## src/rtl/clb_pkg.sv

```systemverilog
// Package: shared types of the cascaded lookup-table cell.
// Assumes: one 3-bit select word per cell output.
package clb_pkg;

    // Source of an output or of a flip-flop D input
    typedef enum logic [1:0] {
        SRC_PRI0 = 2'd0,
        SRC_PRI1 = 2'd1,
        SRC_CMB  = 2'd2,
        SRC_ZERO = 2'd3
    } src_e;

    // Per-output select: registered flag above the source code
    typedef struct packed {
        logic use_reg;
        src_e src;
    } osel_t;

    localparam int OSEL_W = $bits(osel_t);

endpackage

```

## src/rtl/clb_lut.sv

```systemverilog
// Module: generic K-input lookup table.
// Returns the truth-table bit addressed by the select. Purely combinational.
module clb_lut #(
    parameter int K = 4,
    localparam int T = 2 ** K
) (
    input  logic [T-1:0] truth,
    input  logic [K-1:0] sel,
    output logic         y
);

    // Read the addressed truth-table bit
    always_comb begin
        y = truth[sel];
    end

endmodule

```

## src/rtl/clb_cfg_chain.sv

```systemverilog
// Module: serial configuration shift chain.
// Shifts din into bit 0 on every enabled edge; holds otherwise.
// Assumes: synchronous active-low reset clears the whole chain.
module clb_cfg_chain #(
    parameter int W = 46
) (
    input  logic         clk,
    input  logic         rst_n,
    input  logic         shift_en,
    input  logic         din,
    output logic [W-1:0] q
);

    // Shift register with hold when loading is off
    always_ff @(posedge clk) begin
        if (!rst_n) begin
            q <= '0;
        end else if (shift_en) begin
            q <= {q[W-2:0], din};
        end
    end

endmodule

```

## src/rtl/clb_out_slice.sv

```systemverilog
// Module: one output path of the cell: source mux, flip-flop and output mux.
// Assumes: lut_y holds {combining, second primary, first primary} results.
// The output is forced low while loading; the flip-flop freezes then.
module clb_out_slice
    import clb_pkg::*;
(
    input  logic       clk,
    input  logic       rst_n,
    input  logic       cfg_en,
    input  logic       ce,
    input  logic       ff_clr,
    input  osel_t      sel,
    input  logic [2:0] lut_y,
    output logic       ff_q,
    output logic       y
);

    logic d_src;

    // Choose the source named by the select word
    always_comb begin
        case (sel.src)
            SRC_PRI0: d_src = lut_y[0];
            SRC_PRI1: d_src = lut_y[1];
            SRC_CMB:  d_src = lut_y[2];
            default:  d_src = 1'b0;
        endcase
    end

    // Flip-flop: reset, freeze while loading, clear, then enable
    always_ff @(posedge clk) begin
        if (!rst_n) begin
            ff_q <= 1'b0;
        end else if (!cfg_en) begin
            if (ff_clr) begin
                ff_q <= 1'b0;
            end else if (ce) begin
                ff_q <= d_src;
            end
        end
    end

    // Output: quiet while loading, else registered or direct source
    always_comb begin
        if (cfg_en) begin
            y = 1'b0;
        end else if (sel.use_reg) begin
            y = ff_q;
        end else begin
            y = d_src;
        end
    end

endmodule

```

## src/rtl/clb_three_lut.sv

```systemverilog
// Module: cascaded lookup-table logic cell (top).
// Two PRI_K-input tables feed a 3-input combining table with one extra
// input. Two outputs, each with its own select and flip-flop. All
// configuration comes from one serial chain.
// Assumes: synchronous active-low reset; the chain layout from the MSB down is
// first table, second table, combining table, output-1 select, output-0 select.
module clb_three_lut
    import clb_pkg::*;
#(
    parameter int PRI_K = 4
) (
    input  logic               clk,
    input  logic               rst_n,
    input  logic               cfg_en,
    input  logic               cfg_din,
    input  logic [2*PRI_K-1:0] lut_in,
    input  logic               ext_in,
    input  logic               ce,
    input  logic               ff_clr,
    output logic [1:0]         blk_out
);

    localparam int NUM_PRI = 2;
    localparam int NUM_OUT = 2;
    localparam int PRI_T   = 2 ** PRI_K;
    localparam int CMB_K   = NUM_PRI + 1;
    localparam int CMB_T   = 2 ** CMB_K;
    localparam int CFG_W   = NUM_PRI * PRI_T + CMB_T + NUM_OUT * OSEL_W;
    localparam int PRI_TOP = CFG_W - PRI_T;
    localparam int CMB_LO  = NUM_OUT * OSEL_W;

    logic [CFG_W-1:0]   cfg_q;
    logic [NUM_PRI-1:0] pri_y;
    logic               cmb_y;
    logic [2:0]         lut_y;
    logic [NUM_OUT-1:0] ff_q;

    clb_cfg_chain #(.W(CFG_W)) chain_i (
        .clk      (clk),
        .rst_n    (rst_n),
        .shift_en (cfg_en),
        .din      (cfg_din),
        .q        (cfg_q)
    );

    // Primary tables: table g reads input slice g
    for (genvar g = 0; g < NUM_PRI; g++) begin : g_pri
        clb_lut #(.K(PRI_K)) lut_i (
            .truth (cfg_q[PRI_TOP - g*PRI_T +: PRI_T]),
            .sel   (lut_in[g*PRI_K +: PRI_K]),
            .y     (pri_y[g])
        );
    end

    clb_lut #(.K(CMB_K)) cmb_i (
        .truth (cfg_q[CMB_LO +: CMB_T]),
        .sel   ({ext_in, pri_y}),
        .y     (cmb_y)
    );

    // Gather results in source-code order
    always_comb begin
        lut_y = {cmb_y, pri_y};
    end

    // One output slice per cell output
    for (genvar k = 0; k < NUM_OUT; k++) begin : g_out
        clb_out_slice slice_i (
            .clk    (clk),
            .rst_n  (rst_n),
            .cfg_en (cfg_en),
            .ce     (ce),
            .ff_clr (ff_clr),
            .sel    (osel_t'(cfg_q[k*OSEL_W +: OSEL_W])),
            .lut_y  (lut_y),
            .ff_q   (ff_q[k]),
            .y      (blk_out[k])
        );
    end

endmodule

```

## config.mk

```make
export PLATFORM = sky130hd
export DESIGN_NAME = clb_three_lut
export DESIGN_NICKNAME = d
export VERILOG_FILES = /design/src/rtl/clb_pkg.sv /design/src/rtl/clb_lut.sv /design/src/rtl/clb_cfg_chain.sv /design/src/rtl/clb_out_slice.sv /design/src/rtl/clb_three_lut.sv
export SDC_FILE = /design/constraint.sdc
export NUM_CORES = 1
export LEC_CHECK = 0
export BUFFER_PORTS_ARGS = -buffer_cell sky130_fd_sc_hd__buf_2
export CAP_MARGIN = 10
export CORE_MARGIN = 2
export CORE_UTILIZATION = 50
export DETAILED_ROUTE_END_ITERATION = 16
export HOLD_SLACK_MARGIN = 0.02
export PLACE_DENSITY = 0.71
export SYNTH_ARGS = -nofsm -noshare
export SYNTH_HDL_FRONTEND = slang
export SYNTH_SLANG_ARGS = --single-unit
export TNS_END_PERCENT = 1
```

## constraint.sdc

```tcl
create_clock -name clk -period 2.95 [get_ports clk]
set_input_delay 0.59 -clock clk [delete_from_list [all_inputs] [get_ports clk]]
set_output_delay 0.59 -clock clk [all_outputs]
set_load 0.01 [all_outputs]
```

==> metrics.md, run 1 <==
| Metric | Value |
|---|---|
| Nets | `256` |
| Share of post-route cells with drive strength above 1 | `0.2769` |
| Die H | `a little over 70 µm` |
| Endpoint class of the critical path | `output pin` |
| Initial Util | `0.5237` |
| Crit path from | `lut_in[5]` |
| Final Cycle Share | `1.084` |
| Post-Layout Inst Area | `about 0.0027 mm²` |
| Min Tclk post-route | `approximately 3.2 ns` |
| Final TNS setup | `-0.4530 ns` |
| Worst-Skew Late Latency | `0.29 ns` |
| Max-slew violation count | `0` |
| Routed wl met2 | `about 2200 µm` |
| Setup crit start kind | `input port` |
| Worst-Margin Slew | `~0.54 ns` |
| CTS sink count | `48` |
| Fin. Hold Viols | `0` |
| DRT iter0 DRCs | `72` |
| Largest net degree at the start of global routing | `50` |
| Drt wl/cell | `15.28 µm` |
| F_max | `about 310 MHz` |
| Num CTS Buffers | `5` |
| Syn. warnings | `0` |
| Placed cell area | `0.002524 mm²` |
| Power consumption | `1.249 mW` |
| Fin Clk Skew | `between 0.005 and 0.006 ns` |
| Max Cap Viol | `0` |
| Register-to-register setup slack | `around 0.44 ns` |
| Failing checks | `setup timing` |
| Worst-path clk slew | `roughly 0.080 ns` |
| Syn nets | `224` |
| Pre-Repair DR Iteration Count | `4` |
| Clock Path Buffers | `2` |
| Hold Crit Class | `reg2reg` |
| M1 WL | `approximately 2000 µm` |
| First-pass GRT wire length | `7624 µm` |
| WP data arrival | `approximately 2.6 ns` |
| I/O pin count | `17` |
| Mapped Area | `0.002296 mm²` |
| Detail Placement HPWL | `between 3000 and 4000 µm` |
| Flops & latches, synth | `48` |
| Leak | `about 1.1 nW` |
| Routability congestion estimate from global placement | `between 0.8 and 0.9` |
| ANT cells | `0` |
| PwrDens | `between 400 and 500 mW/mm²` |
| DR vias/cell | `~5.4` |
| RSZ-0062 raised after global routing | `yes` |
| Commonest non-fill, non-tap cell in the layout | `mux2i_1` |
| Post-route ant nets | `0` |
| Pre-CTS setup slack | `-0.3037 ns` |
| R2r startpoint | `chain_i.q[21]$_SDFFE_PN0P_` |
| Layout area overhead | `19.67%` |
| Sequential cell area fraction in the yosys report | `0.4185` |
| Rel. slew slack | `0.6390` |
| Final setup vio count | `2` |
| Total grt overflow | `0` |
| Post-CTS Hold Buffers | `0` |
| Core footprint | `0.004384 mm²` |
| Syn Inst Count | `roughly 210` |
| Met3 wirelength from detailed routing | `168 µm` |
| Netlist cell types | `33` |
| Die extent in x | `roughly 72 µm` |
| CP max FO | `4` |
| H-tree depth | `2` |
| CTS tree | `done` |
| GRT Total Usage | `0.1889` |
| Port Buffer Count | `16` |
| Number of global-route vias before repair | `~1700` |
| DRC errors left | `0` |
| WL final | `4493 µm` |
| Mean post-synth cell area | `about 11 µm²` |
| Initial antenna violation count | `0` |
| Via count | `between 1500 and 2000` |
| FF-to-FF path depth | `9` |
| Crit Path Class | `in2out` |
| RR Endpoint | `g_out[0].slice_i.ff_q$_SDFFE_PN0P_` |
| Max VDD drop | `around 0.28 mV` |
| Status | `finished, violations left` |
| Die ar. | `slightly above 0.005 mm²` |
| Commonest non-fill, non-tap cells in the layout | `50 x mux2i_1, 48 x dfxtp_1, 46 x nor2b_1` |
| # rows | `24` |
| Top layer in use | `met4` |
| Required time of the critical path | `~2.4 ns` |
| Fin worst setup slack | `-0.2469 ns` |
| Root Driver | `clkbuf_8` |
| Crit path capture | `blk_out[0]` |
==> power by group <==
part	leakage, nW	switching [mW]	internal, mW
clock	0.0552	0.207	0.252
sequential	0.387	0.00272	0.649
combinational	0.666	0.0602	0.0775
==> synthesized netlist by cell type, drive strengths merged <==
library cell / instances / area share
dfxtp: 48 / 0.42
o21a: 2 / 0.0065
nand3: 2 / 0.0044
nor2b: 46 / 0.13
nor4bb: 4 / 0.017
mux2i: 52 / 0.23
o31ai: 2 / 0.0065
clkbuf: 8 / 0.013
or3b: 1 / 0.0038
a32o: 2 / 0.0087
and2: 1 / 0.0038
a22oi: 1 / 0.0033
mux2: 3 / 0.015
inv: 4 / 0.0065
a21oi: 2 / 0.0044
or3: 1 / 0.0027
nor3: 2 / 0.0044
a22o: 1 / 0.0038
mux4: 6 / 0.065
and2b: 1 / 0.0033
nor3b: 1 / 0.0033
nand2: 2 / 0.0033
nor4b: 3 / 0.011
o21bai: 2 / 0.0065
a31oi: 2 / 0.0054
buf: 6 / 0.016
nor2: 2 / 0.0044
o21ai: 2 / 0.0060
==> how the worst min path moves through the flow <==
stage,cells after the start,slack (ns),to,start
after global placement,1,0.48,g_out[0].slice_i.ff_q$_SDFFE_PN0P_,g_out[0].slice_i.ff_q$_SDFFE_PN0P_
final,1,0.51,g_out[1].slice_i.ff_q$_SDFFE_PN0P_,g_out[1].slice_i.ff_q$_SDFFE_PN0P_
after CTS,1,0.51,g_out[1].slice_i.ff_q$_SDFFE_PN0P_,g_out[1].slice_i.ff_q$_SDFFE_PN0P_
after detailed placement,1,0.49,g_out[1].slice_i.ff_q$_SDFFE_PN0P_,g_out[1].slice_i.ff_q$_SDFFE_PN0P_
after global routing,1,0.54,g_out[1].slice_i.ff_q$_SDFFE_PN0P_,g_out[1].slice_i.ff_q$_SDFFE_PN0P_
after floorplan,1,0.47,g_out[0].slice_i.ff_q$_SDFFE_PN0P_,g_out[0].slice_i.ff_q$_SDFFE_PN0P_
==> repair_timing <==
item                       4_1_cts  5_1_grt
setup endpoints to repair        2        2
pin swaps                        3        6
gates resized for setup         19       11
buffers inserted                 1        2
==> worst max-delay path, stage by stage <==
cell	delay (ns)
buf_8	0.08
mux4_2	0.51
mux2i_2	0.19
mux2i_2	0.14
mux4_2	0.47
o21ai_4	0.20
o31ai_2	0.10
o21a_1	0.19
buf_2	0.13
==> metal layers <==
layer / track usage / vias up
met1: 0.2295 / 759
met2: 0.3272 / 30
li1: - / 800
met5: 0 / -
met3: 0.04923 / 13
met4: 0.05870 / 0
==> registers in the layout, indices dropped and copies added (netlist names) <==
name / count
chain_i.q: 46
g_out.slice_i.ff_q: 2
==> area by class of cell <==
type,instances,area (µm²)
multi-input combinational,143,1301
tap,52,65.06
clock inverter,2,35.03
inverter,4,15.01
sequential,48,960.9
clock buffer,6,72.57
fill,358,1637
timing repair buffer,39,297.8
==> cell families after synthesis <==
logic type | share of synthesized area
mux | 0.3068
buf+inv | 0.03596
flops | 0.4185
compound gates | 0.05122
simple gates | 0.1875
==> stage by stage <==
stage          cells  hold WS (ns)  utilization
6_report         294        0.5051       0.6267
5_1_grt          294        0.5419       0.6267
4_1_cts          292        0.5076       0.6096
3_5_place_dp     283        0.4871       0.5756
3_3_place_gp     283        0.4778       0.5756
2_1_floorplan    209        0.4689            -
Note: power is estimated with default switching activity, not from simulation.
==> run 2, diff against run 1 <==
Settings changed: CORE_UTILIZATION 50 to 53, PLACE_DENSITY 0.71 to 0.74.
Clock period 2.95 ns to 2.7 ns, I/O delays scaled along.
==> run 2 against run 1 <==
Clock skew up 0.0036 ns; register-to-register slack got worse by 0.15 ns; worst setup slack worse by 0.21 ns; final cell count up 0.34%; first-iteration DRC count down 28%; sequential share of layout area fell by 1.0 points; non-clock buffer count up 3; the run still ends with setup timing left; cell area increased by 4.2%; via count is 2.8% higher; sequential cell count is the same; global-route usage shrank 0.62 points.
==> metrics.md, run 2 (synthesis results as in run 1) <==
| Metric | Value |
|---|---|
| Final Non-Filler Cells | `295 (was 294)` |
| Num CTS Buffers | `5 (unchanged)` |
| Hold Crit Class | `in2reg (was reg2reg)` |
| Port Buffer Count | `16 (unchanged)` |
| Worst-path clk slew | `0.08 ns (about the same)` |
| GRT Total Usage | `0.1827 (was 0.1889)` |
| Max reg flops | `46 (unchanged)` |
| Setup crit start kind | `input port (unchanged)` |
| Final TNS setup | `-0.8828 ns (was -0.4530 ns)` |
| Die H | `69.82 µm (was 71.77 µm)` |
| Status | `finished, violations left (unchanged)` |
| WP data arrival | `2.61 ns (about the same)` |
| DR vias/cell | `5.583 (was 5.449)` |
| RR Endpoint | `g_out[0].slice_i.ff_q$_SDFFE_PN0P_ (unchanged)` |
| Min Tclk post-route | `roughly 3.2 ns` |
| Commonest non-fill, non-tap cell in the layout | `mux2i_1 (unchanged)` |
| Leak | `1.153 nW (was 1.108 nW)` |
| DRT iter0 DRCs | `52 (was 72)` |
| Max Cap Viol | `0 (unchanged)` |
| Worst-Margin Slew | `0.4400 ns (was 0.5415 ns)` |
| CP max FO | `7 (was 4)` |
| Core footprint | `0.004086 mm² (was 0.004384 mm²)` |
| Drt wl/cell | `15.65 µm (was 15.28 µm)` |
| Initial antenna violation count | `0 (unchanged)` |
| Total grt overflow | `0 (unchanged)` |
| Pre-CTS setup slack | `-0.4301 ns (was -0.3037 ns)` |
| Share of post-route cells with drive strength above 1 | `0.3510 (was 0.2769)` |
| CTS tree | `done (unchanged)` |
| Max-slew violation count | `0 (unchanged)` |
| Rel. slew slack | `0.7026 (was 0.6390)` |
| Root Driver | `clkbuf_8 (unchanged)` |
| Largest net degree at the start of global routing | `49 (was 50)` |
| PwrDens | `480.8 mW/mm² (was 454.5 mW/mm²)` |
| # rows | `23 (was 24)` |
| Worst-Skew Late Latency | `0.30 ns (was 0.29 ns)` |
| Via count | `1647 (was 1602)` |
| Register name with the most flops | `chain_i.q (unchanged)` |
| RSZ-0062 raised after global routing | `yes (unchanged)` |
| I/O pin count | `17 (unchanged)` |
| Failing checks | `setup timing (unchanged)` |
| Endpoint class of the critical path | `output pin (unchanged)` |
| Die ar. | `0.004874 mm² (was 0.005150 mm²)` |
| ANT cells | `0 (unchanged)` |
| Cells after DPL | `281 (was 283)` |
| H-tree depth | `2 (unchanged)` |
| Hold_sp | `cfg_din (was g_out[1].slice_i.ff_q$_SDFFE_PN0P_)` |
| Crit Path Class | `in2out (unchanged)` |
| Final setup vio count | `2 (unchanged)` |
| Fin. Hold Viols | `0 (unchanged)` |
| Initial Util | `0.5618 (was 0.5237)` |
| Post-route ant nets | `0 (unchanged)` |
| Fin Clk Skew | `0.008729 ns (was 0.005092 ns)` |
| Hold Path Sink | `chain_i.q[0]$_SDFFE_PN0P_ (was g_out[1].slice_i.ff_q$_SDFFE_PN0P_)` |
| Number of global-route vias before repair | `1625 (was 1714)` |
| CTS sink count | `48 (unchanged)` |
| Pre-Repair DR Iteration Count | `4 (unchanged)` |
| Fin worst setup slack | `-0.4536 ns (was -0.2469 ns)` |
| WL final | `4618 µm (was 4493 µm)` |
| First-pass GRT wire length | `7238 µm (was 7624 µm)` |
| Commonest non-fill, non-tap cells in the layout | `49 x mux2i_1, 46 x nor2b_1, 39 x dfxtp_1 (was 50 x mux2i_1, 48 x dfxtp_1, 46 x nor2b_1)` |
| Nets | `259 (was 256)` |
| Layout area overhead | `24.69% (was 19.67%)` |
| R2r startpoint | `chain_i.q[18]$_SDFFE_PN0P_ (was chain_i.q[21]$_SDFFE_PN0P_)` |
| Register-to-register setup slack | `0.29 ns (was 0.44 ns)` |
| Largest registers | `chain_i.q: 46 flops, g_out.slice_i.ff_q: 2 flops (unchanged)` |
| Max VDD drop | `0.3574 mV (was 0.2824 mV)` |
| Required time of the critical path | `2.16 ns (was 2.36 ns)` |
| Die extent in x | `69.82 µm (was 71.77 µm)` |
| F_max | `317.1 MHz` |
| Clock Path Buffers | `2 (unchanged)` |
| Final design utilization | `0.7006 (was 0.6267)` |
| Routability congestion estimate from global placement | `0.7409 (was 0.8078)` |
| Detail Placement HPWL | `2974 µm (was 3130 µm)` |
| FF-to-FF path depth | `8 (was 9)` |
| Hold path depth | `3 (was 1)` |
| Final Cycle Share | `1.168` |
| DRC errors left | `0 (unchanged)` |
## run 2: changes by cell type in the layout (fill, tap and decap cells not counted), sizes merged
cell / previous run / this run
buf: 39 / 42
## run 2: timing repair
| action | in CTS | in global routing |
|---|---|---|
| setup buffers | 2 | 4 |
| resized for setup | 25 | 26 |
| cloned | 0 | 0 |
| endpoints found under the setup margin | 2 | 2 |
| pin swaps | 4 | 9 |
| hold buffers | 0 | 0 |
## run 2: report_power, final
part	internal (mW)	leakage, nW	switching [mW]
clock network	0.275	0.0552	0.234
logic	0.0856	0.707	0.0697
registers	0.709	0.391	0.00309
total	1.07	1.15	0.306
## run 2: area by class of cell
| cell class | count | area (µm²) |
|---|---|---|
| multi-input combinational | 143 | 1388 |
| fill | 310 | 1224 |
| sequential | 48 | 972.2 |
| timing repair buffer | 42 | 317.8 |
| clock buffer | 6 | 72.57 |
| tap | 50 | 62.56 |
| clock inverter | 2 | 35.03 |
| inverter | 4 | 15.01 |
## run 2: worst max path at each step
stage          cells past startpoint                        from  slack [ns]         end
2_1_floorplan                     10                   lut_in[0]       -0.21  blk_out[0]
3_3_place_gp                       9                   lut_in[5]       -0.38  blk_out[1]
3_5_place_dp                       9                   lut_in[5]       -0.43  blk_out[1]
4_1_cts                            8  chain_i.q[29]$_SDFFE_PN0P_       -0.41  blk_out[1]
5_1_grt                           10                   lut_in[0]       -0.50  blk_out[0]
6_report                          10                   lut_in[0]       -0.45  blk_out[0]
## run 2: routing by layer
| layer | wire (µm) | track usage |
|---|---|---|
| met5 | 0 | 0 |
| met4 | 91 | 0.06410 |
| met3 | 133 | 0.05087 |
| met2 | 2390 | 0.3185 |
| met1 | 2003 | 0.2141 |
## run 2: through the flow
stage	power [mW]	hold WS, ns	cell area, µm²
after global placement	0.8500	0.4772	2521
after floorplan	0.8105	0.4689	2296
after detailed placement	0.8537	0.5004	2521
final	1.376	0.4983	2863
after global routing	1.424	0.5117	2863
after CTS	1.372	0.4934	2709
## run 2: critical path, cell delays in order
cell and delay (ns):
buf_8 0.11, mux4_2 0.36, nor2_4 0.04, or3b_4 0.39, and2_4 0.18, mux4_2 0.32, o21ai_4 0.24, o31ai_4 0.10
o21a_1 0.19, buf_2 0.13
==> run 3, diff against run 2 <==
Settings changed: CORE_MARGIN 2 to unset.
==> run 3 against run 2 <==
The flow still finishes with violations (setup timing); clock power decreased by 15%; routed wire length decreased by 2.3%; critical path depth decreased by 1; sequential share of layout area increased by 1.6 points; global-route usage increased by 3.4 points; count of clock-buffer cells in the layout increased by 2; highest routed layer unchanged.
==> metrics.md, run 3 (synthesis results as in run 1) <==
| Metric | Value |
|---|---|
| Status | `finished, violations left (unchanged)` |
| Failing checks | `setup timing (unchanged)` |
| Root Driver | `clkbuf_8 (unchanged)` |
| Die ar. | `0.004599 mm² (was 0.004874 mm²)` |
| First-pass GRT wire length | `7389 µm (was 7238 µm)` |
| Met3 wirelength from detailed routing | `119 µm (was 133 µm)` |
| Commonest non-fill, non-tap cell in the layout | `mux2i_1 (unchanged)` |
| Max VDD drop | `0.2601 mV (was 0.3574 mV)` |
| Largest net degree at the start of global routing | `49 (unchanged)` |
| F_max | `327.5 MHz (was 317.1 MHz)` |
| RSZ-0062 raised after global routing | `yes (unchanged)` |
| Worst-path clk slew | `0.08 ns (about the same)` |
| Pre-CTS setup slack | `-0.4931 ns (was -0.4301 ns)` |
| Pre-Repair DR Iteration Count | `4 (unchanged)` |
| RR Endpoint | `g_out[1].slice_i.ff_q$_SDFFE_PN0P_ (was g_out[0].slice_i.ff_q$_SDFFE_PN0P_)` |
| Worst-Margin Slew | `0.4414 ns (was 0.4400 ns)` |
| Setup crit start kind | `input port (unchanged)` |
| DR vias/cell | `5.509 (was 5.583)` |
| Share of post-route cells with drive strength above 1 | `0.2822 (was 0.3510)` |
| FF-to-FF path depth | `9 (was 8)` |
| Total grt overflow | `0 (unchanged)` |
| Post-route ant nets | `0 (unchanged)` |
| Tightest hold margin | `0.5062 ns (was 0.4983 ns)` |
| Layout area overhead | `18.04% (was 24.69%)` |
| Core footprint | `0.004086 mm² (unchanged)` |
| Final setup vio count | `2 (unchanged)` |
| Die H | `67.82 µm (was 69.82 µm)` |
| CP max FO | `4 (was 7)` |
| Post-CTS Hold Buffers | `0 (unchanged)` |
| # rows | `23 (unchanged)` |
| Number of global-route vias before repair | `1606 (was 1625)` |
| Register name with the most flops | `chain_i.q (unchanged)` |
| Crit Path Class | `in2out (unchanged)` |
| I/O pin count | `17 (unchanged)` |
| Die extent in x | `67.82 µm (was 69.82 µm)` |
| Register-to-register setup slack | `0.25 ns (was 0.29 ns)` |
| Final Cycle Share | `1.131 (was 1.168)` |
| Worst path cell trace | `buf_8 -> mux4_2 -> mux2i_2 -> mux2i_4 -> mux4_2 -> o21ai_2 -> o31ai_2 -> o21a_1 -> buf_2 (was buf_8 -> mux4_2 -> nor2_4 -> or3b_4 -> and2_4 -> mux4_2 -> o21ai_4 -> o31ai_4 -> o21a_1 -> buf_2)` |
| Required time of the critical path | `2.16 ns (about the same)` |
| Critical path depth | `9 (was 10)` |
| Port Buffer Count | `16 (unchanged)` |
| WL final | `4511 µm (was 4618 µm)` |
| Endpoint class of the critical path | `output pin (unchanged)` |
| Commonest non-fill, non-tap cells in the layout | `49 x mux2i_1, 46 x nor2b_1, 45 x dfxtp_1 (was 49 x mux2i_1, 46 x nor2b_1, 39 x dfxtp_1)` |
| Initial antenna violation count | `0 (unchanged)` |
| Top layer in use | `met4 (unchanged)` |
| Routability congestion estimate from global placement | `0.7781 (was 0.7409)` |
| Worst-Skew Late Latency | `0.29 ns (was 0.30 ns)` |
| Max Cap Viol | `0 (unchanged)` |
| Largest registers | `chain_i.q: 46 flops, g_out.slice_i.ff_q: 2 flops (unchanged)` |
| Max reg flops | `46 (unchanged)` |
| CTS tree | `done (unchanged)` |
| PwrDens | `475.6 mW/mm² (was 480.8 mW/mm²)` |
| GRT Total Usage | `0.2170 (was 0.1827)` |
| ANT cells | `0 (unchanged)` |
| Filler cells | `307 (was 310)` |
| Drt wl/cell | `15.50 µm (was 15.65 µm)` |
| M1 WL | `2043 µm (was 2003 µm)` |
| CTS sink count | `48 (unchanged)` |
| Slowest-stage cell, CP | `mux4_2 (was or3b_4)` |
| Hold Crit Class | `reg2reg (was in2reg)` |
| Final Non-Filler Cells | `291 (was 295)` |
| Worst Path Buf+Inv | `2 (unchanged)` |
| Rel. slew slack | `0.7017 (was 0.7026)` |
| Via count | `1603 (was 1647)` |
| Fin worst setup slack | `-0.3532 ns (was -0.4536 ns)` |
| H-tree depth | `2 (unchanged)` |
| R2r startpoint | `chain_i.q[21]$_SDFFE_PN0P_ (was chain_i.q[18]$_SDFFE_PN0P_)` |
| Detail Placement HPWL | `3013 µm (was 2974 µm)` |
| DRC errors left | `0 (unchanged)` |
| Routed wl met2 | `2250 µm (was 2390 µm)` |
| Most used cell, CP | `mux4_2 (unchanged)` |
| Worst path max stage delay | `0.50 ns (was 0.39 ns)` |
| Leak | `1.090 nW (was 1.153 nW)` |
| Min Tclk post-route | `3.053 ns (was 3.154 ns)` |
| Initial Util | `0.5618 (unchanged)` |
| Num CTS Buffers | `5 (unchanged)` |
| Crit path from | `lut_in[5] (was lut_in[0])` |
| Fin. Hold Viols | `0 (unchanged)` |
| Nets | `255 (was 259)` |
| Top delay family on crit path | `multiplexers (unchanged)` |
| Max-slew violation count | `0 (unchanged)` |
| DRT iter0 DRCs | `70 (was 52)` |
| WP data arrival | `2.51 ns (was 2.61 ns)` |
| Clock Path Buffers | `2 (unchanged)` |
| Fin Clk Skew | `0.004813 ns (was 0.008729 ns)` |
| Crit path capture | `blk_out[1] (was blk_out[0])` |
| Cells after DPL | `280 (was 281)` |
| Power consumption | `1.289 mW (was 1.376 mW)` |
run 3: repair_timing:
| action | CTS | global route |
|---|---|---|
| endpoints found under the setup margin | 2 | 2 |
| buffers inserted | 2 | 1 |
| cloned | 0 | 0 |
| pin swaps | 4 | 4 |
| gates resized for setup | 25 | 4 |
run 3: worst min path at each step:
stage | slack, ns | cells past startpoint | from | to
after global routing | 0.53 | 1 | g_out[1].slice_i.ff_q$_SDFFE_PN0P_ | g_out[1].slice_i.ff_q$_SDFFE_PN0P_
after floorplan | 0.47 | 1 | g_out[0].slice_i.ff_q$_SDFFE_PN0P_ | g_out[0].slice_i.ff_q$_SDFFE_PN0P_
after detailed placement | 0.49 | 1 | g_out[1].slice_i.ff_q$_SDFFE_PN0P_ | g_out[1].slice_i.ff_q$_SDFFE_PN0P_
after CTS | 0.51 | 1 | g_out[1].slice_i.ff_q$_SDFFE_PN0P_ | g_out[1].slice_i.ff_q$_SDFFE_PN0P_
final | 0.51 | 1 | g_out[1].slice_i.ff_q$_SDFFE_PN0P_ | g_out[1].slice_i.ff_q$_SDFFE_PN0P_
after global placement | 0.48 | 1 | g_out[0].slice_i.ff_q$_SDFFE_PN0P_ | g_out[0].slice_i.ff_q$_SDFFE_PN0P_
run 3: cell type report:
type                            instances  area [µm²]  area share
Tap cell                               50       62.56     0.02308
Sequential cell                        48       964.7      0.3560
Multi-Input combinational cell        143        1300      0.4797
Timing Repair Buffer                   38       277.8      0.1025
Inverter                                4       15.01    0.005540
Clock buffer                            8       90.09     0.03324
run 3: through the flow:
step / TNS [ns] / util / area, µm²
after floorplan: -0.4178 / - / 2296
after global placement: -0.7056 / 0.6151 / 2514
after detailed placement: -0.9581 / 0.6151 / 2514
after CTS: -0.7623 / 0.6562 / 2681
after global routing: -0.8332 / 0.6632 / 2710
final: -0.6925 / 0.6632 / 2710
run 3: per-layer routing:
layer	track usage	vias up
li1	-	795
met1	0.2633	777
met5	0	-
met3	0.05500	10
met4	0.09635	0
met2	0.3614	21
run 3: report_power, final:
group / internal [mW] / switching (mW)
clock network: 0.209 / 0.224
registers: 0.709 / 0.00284
logic: 0.0803 / 0.0630
total: 0.999 / 0.290
